## config.mk

```make
export PLATFORM = sky130hd
export DESIGN_NAME = cpu_sideband_gen
export DESIGN_NICKNAME = d
export VERILOG_FILES = /design/src/rtl/sbg_pkg.sv /design/src/rtl/sbg_a20_mask.sv /design/src/rtl/sbg_init_pulse.sv /design/src/rtl/sbg_pwr_state.sv /design/src/rtl/sbg_batt_mon.sv /design/src/rtl/cpu_sideband_gen.sv
export SDC_FILE = /design/constraint.sdc
export NUM_CORES = 1
export LEC_CHECK = 0
export BUFFER_PORTS_ARGS = -buffer_cell sky130_fd_sc_hd__buf_2
export CAP_MARGIN = 25
export CORE_AREA = 2 2 39 41
export DETAILED_ROUTE_END_ITERATION = 12
export DIE_AREA = 0 0 41 43
export GPL_TIMING_DRIVEN = 1
export PLACE_DENSITY = 0.71
export SKIP_LAST_GASP = 1
export SYNTH_ARGS = -nofsm -noshare
export SYNTH_HDL_FRONTEND = slang
export SYNTH_SLANG_ARGS = --single-unit
```

## constraint.sdc

```tcl
create_clock -name clk -period 4.3 [get_ports clk]
set_input_delay 1.075 -clock clk [delete_from_list [all_inputs] [get_ports clk]]
set_output_delay 1.075 -clock clk [all_outputs]
set_load 0.1 [all_outputs]
```

## src/rtl/sbg_pkg.sv

```systemverilog
`timescale 1ns/1ps
package sbg_pkg;
   // Registered power-state outputs, kept together.
   typedef struct packed {
      logic vr_deep;
      logic slp;
   } pwr_flags_t;

   function automatic logic in_range(input logic [7:0] v, input logic [7:0] lo,
                                     input logic [7:0] hi);
      return (v >= lo) && (v <= hi);
   endfunction
endpackage

```

## src/rtl/sbg_a20_mask.sv

```systemverilog
`timescale 1ns/1ps
module sbg_a20_mask #(
   parameter bit MASK_REG_OUT = 1'b0
) (
   input  logic clk,
   input  logic rst_n,
   input  logic wr,
   input  logic wbit,
   input  logic gate,
   output logic mask
);
   logic bit_q;

   always_ff @(posedge clk or negedge rst_n) begin
      if (!rst_n)  bit_q <= 1'b0;
      else if (wr) bit_q <= wbit;
   end

   generate
      if (MASK_REG_OUT) begin : g_reg
         logic mask_q;
         always_ff @(posedge clk or negedge rst_n) begin
            if (!rst_n) mask_q <= 1'b0;
            else        mask_q <= bit_q | gate;
         end
         assign mask = mask_q;
      end else begin : g_comb
         assign mask = bit_q | gate;
      end
   endgenerate
endmodule

```

## src/rtl/sbg_init_pulse.sv

```systemverilog
`timescale 1ns/1ps
module sbg_init_pulse #(
   parameter int INIT_CYCLES = 16
) (
   input  logic clk,
   input  logic rst_n,
   input  logic req,
   output logic init_n,
   output logic init_fw_n
);
   localparam int CNT_W = $clog2(INIT_CYCLES + 1);
   localparam logic [CNT_W-1:0] LOAD = CNT_W'(INIT_CYCLES);

   logic [CNT_W-1:0] cnt_q;

   always_ff @(posedge clk or negedge rst_n) begin
      if (!rst_n)              cnt_q <= '0;
      else if (req)            cnt_q <= LOAD;
      else if (cnt_q != '0)    cnt_q <= cnt_q - 1'b1;
   end

   assign init_n    = (cnt_q == '0);
   assign init_fw_n = init_n;
endmodule

```

## src/rtl/sbg_pwr_state.sv

```systemverilog
`timescale 1ns/1ps
module sbg_pwr_state
   import sbg_pkg::*;
#(
   parameter int CST_W        = 3,
   parameter int SST_W        = 3,
   parameter int DEEP_CSTATE  = 4,
   parameter int SLEEP_SSTATE = 1
) (
   input  logic             clk,
   input  logic             rst_n,
   input  logic [CST_W-1:0] cstate,
   input  logic [SST_W-1:0] sstate,
   input  logic             slp_en,
   output logic             vr_deep,
   output logic             deep_stop_n,
   output logic             slp_n
);
   localparam logic [CST_W-1:0] DEEP_C = CST_W'(DEEP_CSTATE);
   localparam logic [SST_W-1:0] SLP_S  = SST_W'(SLEEP_SSTATE);

   pwr_flags_t fl_q, fl_d;

   always_comb begin
      fl_d.vr_deep = (cstate == DEEP_C);
      fl_d.slp     = slp_en && (sstate == SLP_S);
   end

   always_ff @(posedge clk or negedge rst_n) begin
      if (!rst_n) fl_q <= '0;
      else        fl_q <= fl_d;
   end

   assign vr_deep     = fl_q.vr_deep;
   assign deep_stop_n = ~fl_q.vr_deep;
   assign slp_n       = ~fl_q.slp;
endmodule

```

## src/rtl/sbg_batt_mon.sv

```systemverilog
`timescale 1ns/1ps
module sbg_batt_mon
   import sbg_pkg::*;
#(
   parameter int SST_W       = 3,
   parameter int SYNC_STAGES = 2,
   parameter int BLK_LO      = 3,
   parameter int BLK_HI      = 5
) (
   input  logic             clk,
   input  logic             rst_n,
   input  logic             batt_low,
   input  logic             smi_en,
   input  logic [SST_W-1:0] sstate,
   input  logic             wake_req,
   output logic             wake,
   output logic             smi_req
);
   logic [SYNC_STAGES-1:0] sh_q;
   logic                   prev_q, smi_q, wake_q, bl_s, deep_s;

   always_ff @(posedge clk or negedge rst_n) begin
      if (!rst_n) sh_q <= '0;
      else        sh_q <= {sh_q[SYNC_STAGES-2:0], batt_low};
   end
   assign bl_s = sh_q[SYNC_STAGES-1];

   assign deep_s = in_range(8'(sstate), 8'(BLK_LO), 8'(BLK_HI));

   always_ff @(posedge clk or negedge rst_n) begin
      if (!rst_n) begin
         prev_q <= 1'b0;
         smi_q  <= 1'b0;
         wake_q <= 1'b0;
      end else begin
         prev_q <= bl_s;
         smi_q  <= smi_en & bl_s & ~prev_q;
         wake_q <= wake_req & ~(bl_s & deep_s);
      end
   end

   assign wake    = wake_q;
   assign smi_req = smi_q;
endmodule

```

## src/rtl/cpu_sideband_gen.sv

```systemverilog
`timescale 1ns/1ps
module cpu_sideband_gen #(
   parameter int INIT_CYCLES  = 16,
   parameter int SYNC_STAGES  = 2,
   parameter int CST_W        = 3,
   parameter int SST_W        = 3,
   parameter int DEEP_CSTATE  = 4,
   parameter int SLEEP_SSTATE = 1,
   parameter int BLK_LO       = 3,
   parameter int BLK_HI       = 5,
   parameter bit MASK_REG_OUT = 1'b0
) (
   input  logic             clk,
   input  logic             rst_n,
   input  logic             reg_wr,
   input  logic [1:0]       reg_wdata,
   input  logic             a20_gate_i,
   input  logic [CST_W-1:0] cstate_i,
   input  logic [SST_W-1:0] sstate_i,
   input  logic             slp_en_i,
   input  logic             smi_en_i,
   input  logic             batt_low_i,
   input  logic             wake_req_i,
   output logic             a20_mask_o,
   output logic             init_n_o,
   output logic             init_fw_n_o,
   output logic             vr_deep_o,
   output logic             deep_stop_n_o,
   output logic             cpu_slp_n_o,
   output logic             wake_o,
   output logic             smi_req_o
);
   // Elaboration-time parameter checks
   if (INIT_CYCLES < 1) begin : g_bad_init
      $error("INIT_CYCLES must be at least 1");
   end
   if (SYNC_STAGES < 2) begin : g_bad_sync
      $error("SYNC_STAGES must be at least 2");
   end
   if (DEEP_CSTATE >= (1 << CST_W)) begin : g_bad_deep
      $error("DEEP_CSTATE does not fit CST_W");
   end
   if (BLK_LO > BLK_HI || BLK_HI >= (1 << SST_W)) begin : g_bad_blk
      $error("wake block range invalid");
   end

   logic init_req;
   assign init_req = reg_wr & reg_wdata[1];

   sbg_a20_mask #(.MASK_REG_OUT(MASK_REG_OUT)) u_a20 (
      .clk(clk), .rst_n(rst_n), .wr(reg_wr), .wbit(reg_wdata[0]),
      .gate(a20_gate_i), .mask(a20_mask_o));

   sbg_init_pulse #(.INIT_CYCLES(INIT_CYCLES)) u_init (
      .clk(clk), .rst_n(rst_n), .req(init_req),
      .init_n(init_n_o), .init_fw_n(init_fw_n_o));

   sbg_pwr_state #(.CST_W(CST_W), .SST_W(SST_W), .DEEP_CSTATE(DEEP_CSTATE),
                   .SLEEP_SSTATE(SLEEP_SSTATE)) u_pwr (
      .clk(clk), .rst_n(rst_n), .cstate(cstate_i), .sstate(sstate_i),
      .slp_en(slp_en_i), .vr_deep(vr_deep_o), .deep_stop_n(deep_stop_n_o),
      .slp_n(cpu_slp_n_o));

   sbg_batt_mon #(.SST_W(SST_W), .SYNC_STAGES(SYNC_STAGES), .BLK_LO(BLK_LO),
                  .BLK_HI(BLK_HI)) u_batt (
      .clk(clk), .rst_n(rst_n), .batt_low(batt_low_i), .smi_en(smi_en_i),
      .sstate(sstate_i), .wake_req(wake_req_i), .wake(wake_o),
      .smi_req(smi_req_o));
endmodule

```

* Word-level counts from Yosys, hierarchy flattened
Cells that the tools add are included.
Operators by class: bitwise logic cells 10, equality and inequality tests 2, add/sub/neg operators 1, magnitude comparators 2, reductions and logical operators 5, multiplexer cells 2
Operators by type and width (number):
- $mux W5 | 2
- $and A1 B1 Y1 | 5
- $logic_not A5 Y1 | 1
- $reduce_bool A5 Y1 | 1
- $sub A5 B1 Y5 const B | 1
- $not A1 Y1 | 4
- $eq A3 B1 Y1 const B | 1
- $eq A3 B3 Y1 const B | 1
- $ge A3 B2 Y1 const B | 1
- $le A3 B3 Y1 const B | 1
- $logic_and A1 B1 Y1 | 2
- $reduce_bool A2 Y1 | 1
- $or A1 B1 Y1 | 1
Storage, ports and cells: logic and storage cells 30, register bits after elaboration 13

* Logic depth before layout (Yosys ltp)
Gate-level depths: netlist of the first run.
word-level depth 5, depth in mapped cells 5, depth with buffers taken out 5

* Hierarchy
From an unflattened synthesis of the first run, not the netlist that was laid out.
Unflattened totals: cells, all modules 47, area total of the unflattened synthesis 548.0 um2
By module, submodules not included:
- sbg_init_pulse | sequential area each 125.1 um2, area each 262.8 um2, cells an instance 27, instances 1
- sbg_batt_mon | sequential area each 125.1 um2, area each 155.1 um2, cells an instance 10, instances 1
- sbg_pwr_state | sequential area each 50.0 um2, area each 77.6 um2, cells an instance 6, instances 1
- sbg_a20_mask | sequential area each 25.0 um2, area each 46.3 um2, cells an instance 3, instances 1
- cpu_sideband_gen | sequential area each 0.0 um2, area each 6.3 um2, cells an instance 1, instances 1

* Least setup slack after synthesis of the first run
Ideal clock, no wire load.
path kind register to output, from reg u_init.cnt_q[0], to out init_n_o, arrival 2.253 ns, buffers on the path 1, path slack 0.972 ns, stages on the path, launching flop included 5, required time 3.225 ns, cells stage by stage dfrtp_1 -> inv_1 -> ha_1 -> nor4b_4 -> buf_4
Between the ends: word-level cells in the longest chain between the ends 1
Ends and longest elaborated chain:
- start, declared | RTL line sbg_init_pulse.sv:14 | logic [CNT_W-1:0] cnt_q;
- start signal, assigned | RTL line sbg_init_pulse.sv:19 | else if (cnt_q != '0) cnt_q <= cnt_q - 1'b1;
- $logic_not A5 Y1 | RTL line sbg_init_pulse.sv:22 | assign init_n = (cnt_q == '0);
- end, declared | RTL line cpu_sideband_gen.sv:25 | output logic init_n_o,
Every way passes these cells.

* Final worst setup path of the first run
Ends and elaborated chain as after synthesis.

==> out/results.ini, run 1 <==
[layout]
design_area_um2 = 698
fin_nets = 90
antenna_cells = 0
fillCellCount = 133
area_growth_pct = 28.6
layout-drive-gt1-share = 0.417

[routing]
viasPerCell = 4.68
routedWlPerCell_um = 9.89
vias = 412
drc = 0
drtIter0Drc = 1
firstDrtPassIters = 4
finalWirelength_um = 870
antenna_left = 0

[placed_design]
gp_congestion = 0.661
placed_area_um2 = 671
port_buffers = 23
dp_hpwl_um = 712

[timing]
tns_ns = 0
period_share = 0.669
timing.hold.ws_ns = 0.354
slew_headroom = 0.679
hold_viol = 0
skew_ns = 0.00129
period_minus_slack_ns = 2.88
rsz0062_at_grt = no
worst_slew_pin_slew_ns = 0.485
setup_viol = 0
slew_violations = 0
fmax_mhz = 348

[grt]
track_usage = 0.127
antenna_found_initial = 0
grt_pass1_vias = 368
grt-ovfl-total = 0
grt_pass1_wl_um = 1440
grt_max_degree = 14

[logic_synthesis]
avgSynthCellArea_um2 = 11.8
synth_compound_area_frac = 0.0760
yosys_warnings = 0
synthAdderAreaFrac = 0.0230
synth_top_family_by_area = simple AND/OR/NAND/NOR gates
syn_nets = 63
synth_cell_types = 23
postSynthCellCount = 46
yosys.area_share.simple = 0.191
syn-cell-area_um2 = 543
ys_ff_latch = 13
synth-seq-area-share = 0.599
synth_mux_area_frac = 0.0392
synthXorXnorAreaFrac = 0.0161

[cts]
clock_sinks = 13
hold_buffers = 0
htreeDepth = 1
clock_path_buffers = 2
post_cts_resized = 0
cts_setup_buffers = 0
cts.clk_slew.worst_paths_ns = 0.08
cts_root_buf = clkbuf_4
cts_buffers = 3
cts_tree = done
clock_latency_ns = 0.27

[setup_path]
critPathMaxFanout = 6
reg2reg_depth = 5
start_kind = flop
critPathCaptureType = primary output
crit_required_ns = 3.22
cp.arrival_ns = 1.80
path_class = flop to primary output

[floorplan]
die_h_um = 43
die_x_um = 41
rows = 14
start_util = 0.392
boundaryPins = 24
die-area_mm2 = 0.00176
coreArea_mm2 = 0.00138

[power]
power.switching_mw = 0.171
p_int_mw = 0.240
p_leak_nw = 0.354
p_seq_frac = 0.419
combPwrFrac = 0.405
swShare = 0.416
p_per_area_mw_per_mm2 = 588
clock_power_share = 0.176
peakVddDrop_uv = 184

[run]
drv_cap = 0

[outcome]
status = finished, final reports clean

[hold_path]
hp-class = flop to flop
holdPathStages = 0

[per-stage QoR]
stage | utilization | total power [mW] | worst slack [ns] | instances
3_3_place_gp | 0.485 | 0.337 | 1.50 | 84
4_1_cts | 0.505 | 0.419 | 1.37 | 88
2_1_floorplan | - | 0.312 | 0.972 | 46
6_report | 0.505 | 0.411 | 1.42 | 88
3_5_place_dp | 0.485 | 0.342 | 1.49 | 84
5_1_grt | 0.505 | 0.438 | 1.28 | 88
[cells in the final DEF, fill, tap and decap left out, drive strengths merged]
| master | Yosys | routed |
|---|---|---|
| nand2b | 2 | 2 |
| clkbuf | 0 | 3 |
| or2 | 1 | 1 |
| a21oi | 1 | 1 |
| xnor2 | 1 | 1 |
| a31o | 1 | 1 |
| nor3b | 1 | 1 |
| o31ai | 1 | 1 |
| clkinv | 0 | 1 |
| nor3 | 2 | 2 |
| buf | 1 | 23 |
| mux2i | 1 | 1 |
| nor2 | 2 | 2 |
| dfrtp | 13 | 13 |
| nor4b | 1 | 1 |
| mux2 | 1 | 1 |
| a21boi | 1 | 1 |
| nand2 | 4 | 4 |
| ha | 1 | 1 |
| and2 | 1 | 1 |
| inv | 6 | 6 |
| nor4bb | 1 | 1 |
| nand3 | 1 | 1 |
| o211ai | 1 | 1 |
| o21ai | 1 | 1 |
[critical path, stage by stage, from the launching register on]
cell	delay [ns]
dfrtp_1	0.39
inv_1	0.09
ha_1	0.21
nor4b_4	0.35
buf_2	0.50
[synthesized netlist by cell type]
cell type  instances  area [um2]
dfrtp_1           13         325
inv_1              6        22.5
nand2_1            4        15.0
nand2b_1           2        12.5
nor2_1             2        7.51
nor3_1             2        10.0
a21boi_0           1        7.51
a21oi_1            1        5.00
a31o_1             1        8.76
and2_1             1        6.26
buf_4              1        7.51
ha_1               1        12.5
mux2_2             1        11.3
mux2i_1            1        10.0
nand3_1            1        5.00
nor3b_1            1        7.51
nor4b_4            1        23.8
nor4bb_1           1        10.0
o211ai_1           1        7.51
o21ai_0            1        5.00
o31ai_1            1        7.51
or2_2              1        6.26
xnor2_1            1        8.76
[worst paths after layout]
kind	startpoint	to	slack [ns]
worst min-delay path	u_batt.sh_q[0]$_DFF_PN0_	u_batt.sh_q[1]$_DFF_PN0_	0.35
min in group asynchronous	rst_n	u_init.cnt_q[3]$_DFFE_PN0P_	0.67
max in group asynchronous	rst_n	u_init.cnt_q[1]$_DFFE_PN0P_	3.42
worst max-delay path	u_init.cnt_q[0]$_DFFE_PN0P_	init_n_o	1.42
worst min register to register	u_batt.sh_q[0]$_DFF_PN0_	u_batt.sh_q[1]$_DFF_PN0_	0.35
worst max register to register	u_init.cnt_q[0]$_DFFE_PN0P_	u_init.cnt_q[2]$_DFFE_PN0P_	2.87
[power groups by stage]
stage / Sequential (mW) / Combinational, mW / Clock, mW
after detailed placement: 0.175 / 0.167 / 0
after floorplan: 0.181 / 0.131 / 0
after global placement: 0.173 / 0.163 / 0
after global routing: 0.176 / 0.182 / 0.0795
after CTS: 0.172 / 0.168 / 0.0780
final: 0.172 / 0.166 / 0.0722
[sequential cells by signal, summed over array words and instances, names as in the netlist]
signal          flops
u_a20.bit_q         1
u_batt.prev_q       1
u_batt.sh_q         2
u_batt.smi_req      1
u_batt.wake         1
u_init.cnt_q        5
u_pwr.fl_q          1
u_pwr.vr_deep       1
[cell families (layout without fill, tap and decap cells)]
| logic type | after synthesis | after routing |
|---|---|---|
| AND/OR/NAND/NOR | 16 | 16 |
| flip-flops | 13 | 13 |
| buffers and inverters | 7 | 33 |
| AO/OA/AOI/OAI | 6 | 6 |
| multiplexers | 2 | 2 |
| adder cells (fa/ha/maj) | 1 | 1 |
| XOR/XNOR | 1 | 1 |
[final cells by class]
type	count	area, um2	share of cell area
flip-flops and latches	13	325	0.466
multi-input cells	26	188	0.269
repair buffers	23	115	0.165
clock buffers	3	22.5	0.0323
inverters	6	22.5	0.0323
well taps	16	20.0	0.0287
clock inverters	1	5.00	0.00717
[routing by layer]
metal	global-route usage	vias to the layer above	wire length, um
met1	0.148	194	338
met2	0.178	11	480
met5	0	-	0
met4	0.140	0	15
li1	-	205	-
met3	0.0157	2	35
No activity file was read; power rests on OpenSTA's default activity.
==> run 2, diff against run 1 <==
- ABC_AREA: not set -> 1
- CORE_AREA: 2 2 39 41 -> not set
- CORE_UTILIZATION: not set -> 40
- DIE_AREA: 0 0 41 43 -> not set
- PLACE_DENSITY: 0.71 -> 0.72
- clock period: 4.3 -> 2.44 ns (I/O delays scaled with it)
==> run 2 against run 1 <==
Design area grew 3.2%. First-iteration DRC count rose to 7.0 times the previous value. Highest routed layer is now met3. Synthesized area grew 3.9%. Clock power up 80%. Die area shrank 11%. Global-route usage rose by 1.2 points. Critical path depth is 1 higher. Routed wire length shrank 3.3%.
==> out/results.ini, run 2 <==
[floorplan]
rows = 13  ; was 14
die_x_um = 39.6  ; was 41 um
die_h_um = 39.6  ; was 43 um
start_util = 0.434  ; was 0.392
boundaryPins = 24  ; unchanged
coreArea_mm2 = 0.00130  ; was 0.00138 mm2
die-area_mm2 = 0.00156  ; was 0.00176 mm2

[cts]
clock_path_buffers = 2  ; unchanged
cts_buffers = 3  ; unchanged
cts_tree = done  ; unchanged
hold_buffers = 0  ; unchanged
cts_root_buf = clkbuf_4  ; unchanged
clock_sinks = 13  ; unchanged
cts.clk_slew.worst_paths_ns = 0.08  ; about the same
cts_setup_buffers = 0  ; unchanged
post_cts_resized = 0  ; unchanged
clock_latency_ns = 0.27  ; about the same
htreeDepth = 1  ; unchanged

[power]
combPwrFrac = 0.436  ; was 0.405
p_per_area_mw_per_mm2 = 1040  ; was 588 mW/mm2
p_leak_nw = 0.415  ; was 0.354 nW
swShare = 0.433  ; was 0.416
clock_power_share = 0.174  ; was 0.176
peakVddDrop_uv = 343  ; was 184 uV
p_seq_frac = 0.390  ; was 0.419
p_int_mw = 0.425  ; was 0.240 mW
power.switching_mw = 0.324  ; was 0.171 mW

[setup_path]
ff2ff_setup_slack_ns = 1.26  ; was 2.87 ns
path_class = flop to primary output  ; unchanged
start_kind = flop  ; unchanged
crit_required_ns = 1.83  ; was 3.22 ns
reg2reg_depth = 6  ; was 5
slowest_delay_ns = 0.41  ; was 0.50 ns
path_buf_inv = 3  ; was 2
critPathMaxFanout = 6  ; unchanged
cpLargestDelayFamily = buffers and inverters  ; unchanged
r2r-start = u_init.cnt_q[0]$_DFFE_PN0P_  ; unchanged
cpMaxStageDelayCell = buf_2  ; unchanged
crit_chain = inv_1 -> ha_1 -> nand3b_4 -> clkinvlp_4 -> buf_2  ; was inv_1 -> ha_1 -> nor4b_4 -> buf_2
critPathCaptureType = primary output  ; unchanged
cp.arrival_ns = 1.66  ; was 1.80 ns
r2r_end = u_init.cnt_q[0]$_DFFE_PN0P_  ; was u_init.cnt_q[2]$_DFFE_PN0P_

[routing]
antenna_left = 0  ; unchanged
routedWlPerCell_um = 8.58  ; was 9.89 um
drtIter0Drc = 7  ; was 1
firstDrtPassIters = 4  ; unchanged
drc = 0  ; unchanged
finalWirelength_um = 841  ; was 870 um
vias = 438  ; was 412
viasPerCell = 4.47  ; was 4.68

[layout]
finalNonFillerCells = 98  ; was 88
final_common_cell = buf_2  ; unchanged
largest_reg_flops = 5  ; unchanged
top_regs = u_init.cnt_q: 5 flops, u_batt.sh_q: 2 flops  ; unchanged
fin_nets = 101  ; was 90
layout_common_cells = buf_2, nand2_1, dfrtp_1  ; was buf_2, dfrtp_1, inv_1
antenna_cells = 0  ; unchanged
regMostFlops = u_init.cnt_q  ; unchanged
layout-drive-gt1-share = 0.386  ; was 0.417
area_growth_pct = 27.7  ; was 28.6%

[timing]
slew_violations = 0  ; unchanged
skew_ns = 0.00164  ; was 0.00129 ns
worst_slew_pin_slew_ns = 0.485  ; about the same
hold_viol = 0  ; unchanged
period_minus_slack_ns = 2.27
tns_ns = 0  ; unchanged
setup_viol = 0  ; unchanged
rsz0062_at_grt = no  ; unchanged
fmax_mhz = 441
period_share = 0.929
timing.hold.ws_ns = 0.207  ; was 0.354 ns
slew_headroom = 0.679  ; about the same

[placed_design]
port_buffers = 23  ; unchanged
dp.cells = 94  ; was 84
gp_congestion = 0.676  ; was 0.661
dp_hpwl_um = 682  ; was 712 um

[logic_synthesis]
synth-seq-area-share = 0.576  ; was 0.599
synth_flop_cell = dfrtp_1  ; unchanged
syn_nets = 74  ; was 63
yosys_warnings = 0  ; unchanged
synth_top_area_frac = 0.576  ; was 0.599
synth_cell_types = 18  ; was 23
avgSynthCellArea_um2 = 9.90  ; was 11.8 um2
ys_ff_latch = 13  ; unchanged
yosys-top-cells-area = dfrtp_1, nand2_1, inv_1  ; was dfrtp_1, nor4b_4, inv_1
synth_edf_count = 0  ; unchanged
postSynthCellCount = 57  ; was 46
ys_top_cells_by_count = dfrtp_1, nand2_1, inv_1  ; was dfrtp_1, inv_1, nand2_1
synth.largest_area_cell = dfrtp_1  ; unchanged
synthArstFlopShare = 1.00  ; unchanged
syn-cell-area_um2 = 564  ; was 543 um2

[hold_path]
hp-class = input pin to asynchronous set/reset pin  ; was flop to flop

[grt]
grt_pass1_vias = 386  ; was 368
grt-ovfl-total = 0  ; unchanged
antenna_found_initial = 0  ; unchanged
grt_pass1_wl_um = 1450  ; was 1440 um
grt_max_degree = 14  ; unchanged
globalRouteMet3Util = 0.0341  ; was 0.0157
grt_use_met2 = 0.242  ; was 0.178
grt_busiest_layer = met2  ; unchanged
grt.met1_usage = 0.161  ; was 0.148
track_usage = 0.139  ; was 0.127

[outcome]
status = finished, final reports clean  ; unchanged

[run]
drv_cap = 0  ; unchanged

run 2: cell count changes in the layout (fill, tap and decap cells not counted), moves of 2 or more:
cell	previous run	this run
inv_1	6	8
nand2_1	4	13
nand2b_1	2	0
nand3_1	1	3
nor2_1	2	5
nor2_2	0	2
run 2: power groups by stage:
stage	combinational (mW)	sequential (mW)	clock, mW
after global routing	0.369	0.297	0.143
final	0.327	0.292	0.130
after floorplan	0.262	0.309	0
after detailed placement	0.329	0.297	0
after CTS	0.331	0.293	0.133
after global placement	0.324	0.295	0
run 2: cells by family (layout without fill, tap and decap cells):
kind of cell,Yosys count,count (layout),share of synthesized area
muxes,1,1,0.0200
buffers and inverters,10,36,0.0732
adders and majority gates,1,1,0.0222
DFF,13,13,0.576
AOI/OAI and AO/OA,3,3,0.0355
and+or+nand+nor,28,28,0.257
xor gates and xnor gates,1,1,0.0155
run 2: worst max path at each step:
stage / start / to / cells past startpoint
global route: u_init.cnt_q[0]$_DFFE_PN0P_ / init_n_o / 5
floorplan: u_init.cnt_q[0]$_DFFE_PN0P_ / init_n_o / 5
CTS: u_init.cnt_q[0]$_DFFE_PN0P_ / init_n_o / 5
global placement: u_init.cnt_q[0]$_DFFE_PN0P_ / init_n_o / 5
detailed placement: u_init.cnt_q[0]$_DFFE_PN0P_ / init_n_o / 5
finish: u_init.cnt_q[0]$_DFFE_PN0P_ / init_n_o / 5
run 2: worst reg2reg max path, stage by stage (launching register included):
cell and delay, ns:
dfrtp_1 0.38, inv_1 0.11, ha_1 0.26, nand3b_4 0.14, nor2_2 0.13, nand2_1 0.06, nand2_1 0.05
run 2: per-stage QoR:
step | area, um2 | util | power, mW | setup slack (ns)
3_5_place_dp | 694 | 0.534 | 0.627 | 0.466
5_1_grt | 721 | 0.554 | 0.810 | 0.0769
6_report | 721 | 0.554 | 0.749 | 0.174
3_3_place_gp | 694 | 0.534 | 0.619 | 0.493
4_1_cts | 721 | 0.554 | 0.757 | 0.161
2_1_floorplan | 568 | - | 0.570 | 0.231
run 2: cell type report:
class,count,area [um2]
repair buffers,23,115
well taps,15,18.8
multi-input cells,34,198
flip-flops and latches,13,325
inverters,9,37.5
clock buffers,4,26.3
fillers,131,581
run 2: metal layers:
metal	wire, um	vias up	share of wire
li1	-	223	-
met1	355	199	0.42
met2	441	16	0.52
met3	43	0	0.051
met4	0	0	0
met5	0	-	0
==> run 3, diff against run 2 <==
- BUFFER_PORTS_ARGS: -buffer_cell sky130_fd_sc_hd__buf_2 -> not set
- CORE_AREA: not set -> 2 2 39 41
- CORE_UTILIZATION: 40 -> not set
- DIE_AREA: not set -> 0 0 41 43
- DONT_BUFFER_PORTS: not set -> 1
- PLACE_DENSITY: 0.72 -> 0.58
- SETUP_SLACK_MARGIN: not set -> 0.4
==> run 3 against run 2 <==
Total power grew 5.7%. Critical path depth unchanged. Design area decreased by 2.1%. Sequential power rose by 1%. Worst hold slack worse by 0.18 ns. Die area increased by 13%. Critical endpoint is now init_fw_n_o. Largest power group unchanged.
==> out/results.ini, run 3 (synthesized netlist as in run 2, its figures left out) <==
[cts]
clock_latency_ns = 0.27  ; about the same
cts_buffers = 3  ; unchanged
clock_path_buffers = 2  ; unchanged
cts.clk_slew.worst_paths_ns = 0.08  ; about the same
clock_sinks = 13  ; unchanged
cts_root_buf = clkbuf_4  ; unchanged
htreeDepth = 1  ; unchanged
hold_buffers = 0  ; unchanged
cts_tree = done  ; unchanged

[routing]
antenna_left = 0  ; unchanged
drc = 0  ; unchanged
drtIter0Drc = 3  ; was 7
vias = 388  ; was 438
routedWlPerCell_um = 9.40  ; was 8.58 um
finalWirelength_um = 799  ; was 841 um
firstDrtPassIters = 2  ; was 4
viasPerCell = 4.56  ; was 4.47

[timing]
fmax_mhz = 506  ; was 441 MHz
period_minus_slack_ns = 1.98  ; was 2.27 ns
slew_violations = 0  ; unchanged
hold_viol = 0  ; unchanged
slew_headroom = 0.662  ; was 0.679
timing.hold.ws_ns = 0.0281  ; was 0.207 ns
skew_ns = 0.000888  ; was 0.00164 ns
period_share = 0.811  ; was 0.929
rsz0062_at_grt = no  ; unchanged
tns_ns = 0  ; unchanged
worst_slew_pin_slew_ns = 0.509  ; was 0.485 ns
setup_viol = 0  ; unchanged

[layout]
final_common_cell = nand2_1  ; was buf_2
area_growth_pct = 25.1  ; was 27.7%
largest_reg_flops = 5  ; unchanged
fin_nets = 87  ; was 101
layout-drive-gt1-share = 0.348  ; was 0.386
layout_common_cells = nand2_1, dfrtp_1, buf_4  ; was buf_2, nand2_1, dfrtp_1
top_regs = u_init.cnt_q: 5 flops, u_batt.sh_q: 2 flops  ; unchanged
regMostFlops = u_init.cnt_q  ; unchanged
finalNonFillerCells = 85  ; was 98
antenna_cells = 0  ; unchanged

[setup_path]
critPathCaptureType = primary output  ; unchanged
critPathMaxFanout = 5  ; was 6
start_kind = flop  ; unchanged
crit_path_start = u_init.cnt_q[0]$_DFFE_PN0P_  ; unchanged
crit_required_ns = 1.83  ; about the same
r2r-start = u_init.cnt_q[0]$_DFFE_PN0P_  ; unchanged
path_class = flop to primary output  ; unchanged
cp.arrival_ns = 1.37  ; was 1.66 ns
reg2reg_depth = 7  ; was 6
r2r_end = u_init.cnt_q[0]$_DFFE_PN0P_  ; unchanged
ff2ff_setup_slack_ns = 1.26  ; about the same
crit_path_end = init_fw_n_o  ; was init_n_o

[power]
p_per_area_mw_per_mm2 = 1120  ; was 1040 mW/mm2
p_seq_frac = 0.373  ; was 0.390
power_mw = 0.792  ; was 0.749 mW
power.switching_mw = 0.329  ; was 0.324 mW
swShare = 0.415  ; was 0.433
p_leak_nw = 0.366  ; was 0.415 nW
peakVddDrop_uv = 454  ; was 343 uV
p_int_mw = 0.463  ; was 0.425 mW
clock_power_share = 0.159  ; was 0.174
combPwrFrac = 0.468  ; was 0.436

[run]
drv_cap = 0  ; unchanged

[grt]
grt_pass1_wl_um = 1290  ; was 1450 um
grt_pass1_vias = 311  ; was 386
grt-ovfl-total = 0  ; unchanged
track_usage = 0.113  ; was 0.139
grt_max_degree = 14  ; unchanged
antenna_found_initial = 0  ; unchanged

[placed_design]
port_buffers = 0  ; was 23
dp_hpwl_um = 644  ; was 682 um
dp.cells = 78  ; was 94
gp_congestion = 0.647  ; was 0.676

[floorplan]
die_h_um = 43  ; was 39.6 um
die-area_mm2 = 0.00176  ; was 0.00156 mm2
boundaryPins = 24  ; unchanged
die_x_um = 41  ; was 39.6 um
coreArea_mm2 = 0.00138  ; was 0.00130 mm2
rows = 14  ; was 13
start_util = 0.408  ; was 0.434

[outcome]
status = finished, final reports clean  ; unchanged

[hold_path]
hp-class = input pin to asynchronous set/reset pin  ; unchanged

==> run 3: what timing repair did <==
action	4_1_cts	5_1_grt
buffers inserted	0	3
setup endpoints to repair	2	2
gates resized for setup	6	1
cloned	0	0
pin swaps	0	1
==> run 3: final cells by class <==
type                    count  area (um2)
clock buffers               3        22.5
clock inverters             1        5.00
fillers                   129         678
inverters                   9        41.3
multi-input cells          34         210
flip-flops and latches     13         327
well taps                  16        20.0
repair buffers              9        80.1
==> run 3: worst min path at each step <==
stage / to / slack [ns] / cells past startpoint
3_5_place_dp: u_pwr.vr_deep$_DFF_PN0_ / 0.31 / 0
6_report: u_init.cnt_q[4]$_DFFE_PN0P_ / 0.03 / 0
4_1_cts: u_pwr.vr_deep$_DFF_PN0_ / 0.01 / 0
2_1_floorplan: u_a20.bit_q$_DFFE_PN0P_ / 0.31 / 0
3_3_place_gp: u_pwr.vr_deep$_DFF_PN0_ / 0.31 / 0
5_1_grt: u_batt.prev_q$_DFF_PN0_ / 0.0006 / 0
==> run 3: per-layer routing <==
metal,up-vias,global-route usage,share of wire
li1,198,-,-
met1,179,0.153,0.40
met2,9,0.150,0.54
met3,2,0.0157,0.050
met4,0,0.100,0.0050
met5,-,0,0
==> run 3: worst max-delay path, cell delays in order, from the launching register on <==
cell,delay (ns)
dfrtp_1,0.39
inv_2,0.10
ha_4,0.16
nand3b_4,0.11
clkinvlp_4,0.10
buf_12,0.24
==> run 3: power groups by stage <==
| stage | sequential, mW | clock [mW] | combinational (mW) |
|---|---|---|---|
| after floorplan | 0.309 | 0 | 0.265 |
| after global placement | 0.297 | 0 | 0.311 |
| after detailed placement | 0.298 | 0 | 0.311 |
| after CTS | 0.295 | 0.134 | 0.352 |
| after global routing | 0.303 | 0.143 | 0.406 |
| final | 0.296 | 0.126 | 0.370 |
==> run 3: per-stage QoR <==
step | setup slack [ns] | utilization | area (um2)
after floorplan | 0.275 | - | 577
after global placement | 0.447 | 0.456 | 631
after detailed placement | 0.391 | 0.456 | 631
after CTS | 0.402 | 0.494 | 683
after global routing | 0.390 | 0.510 | 706
final | 0.462 | 0.510 | 706
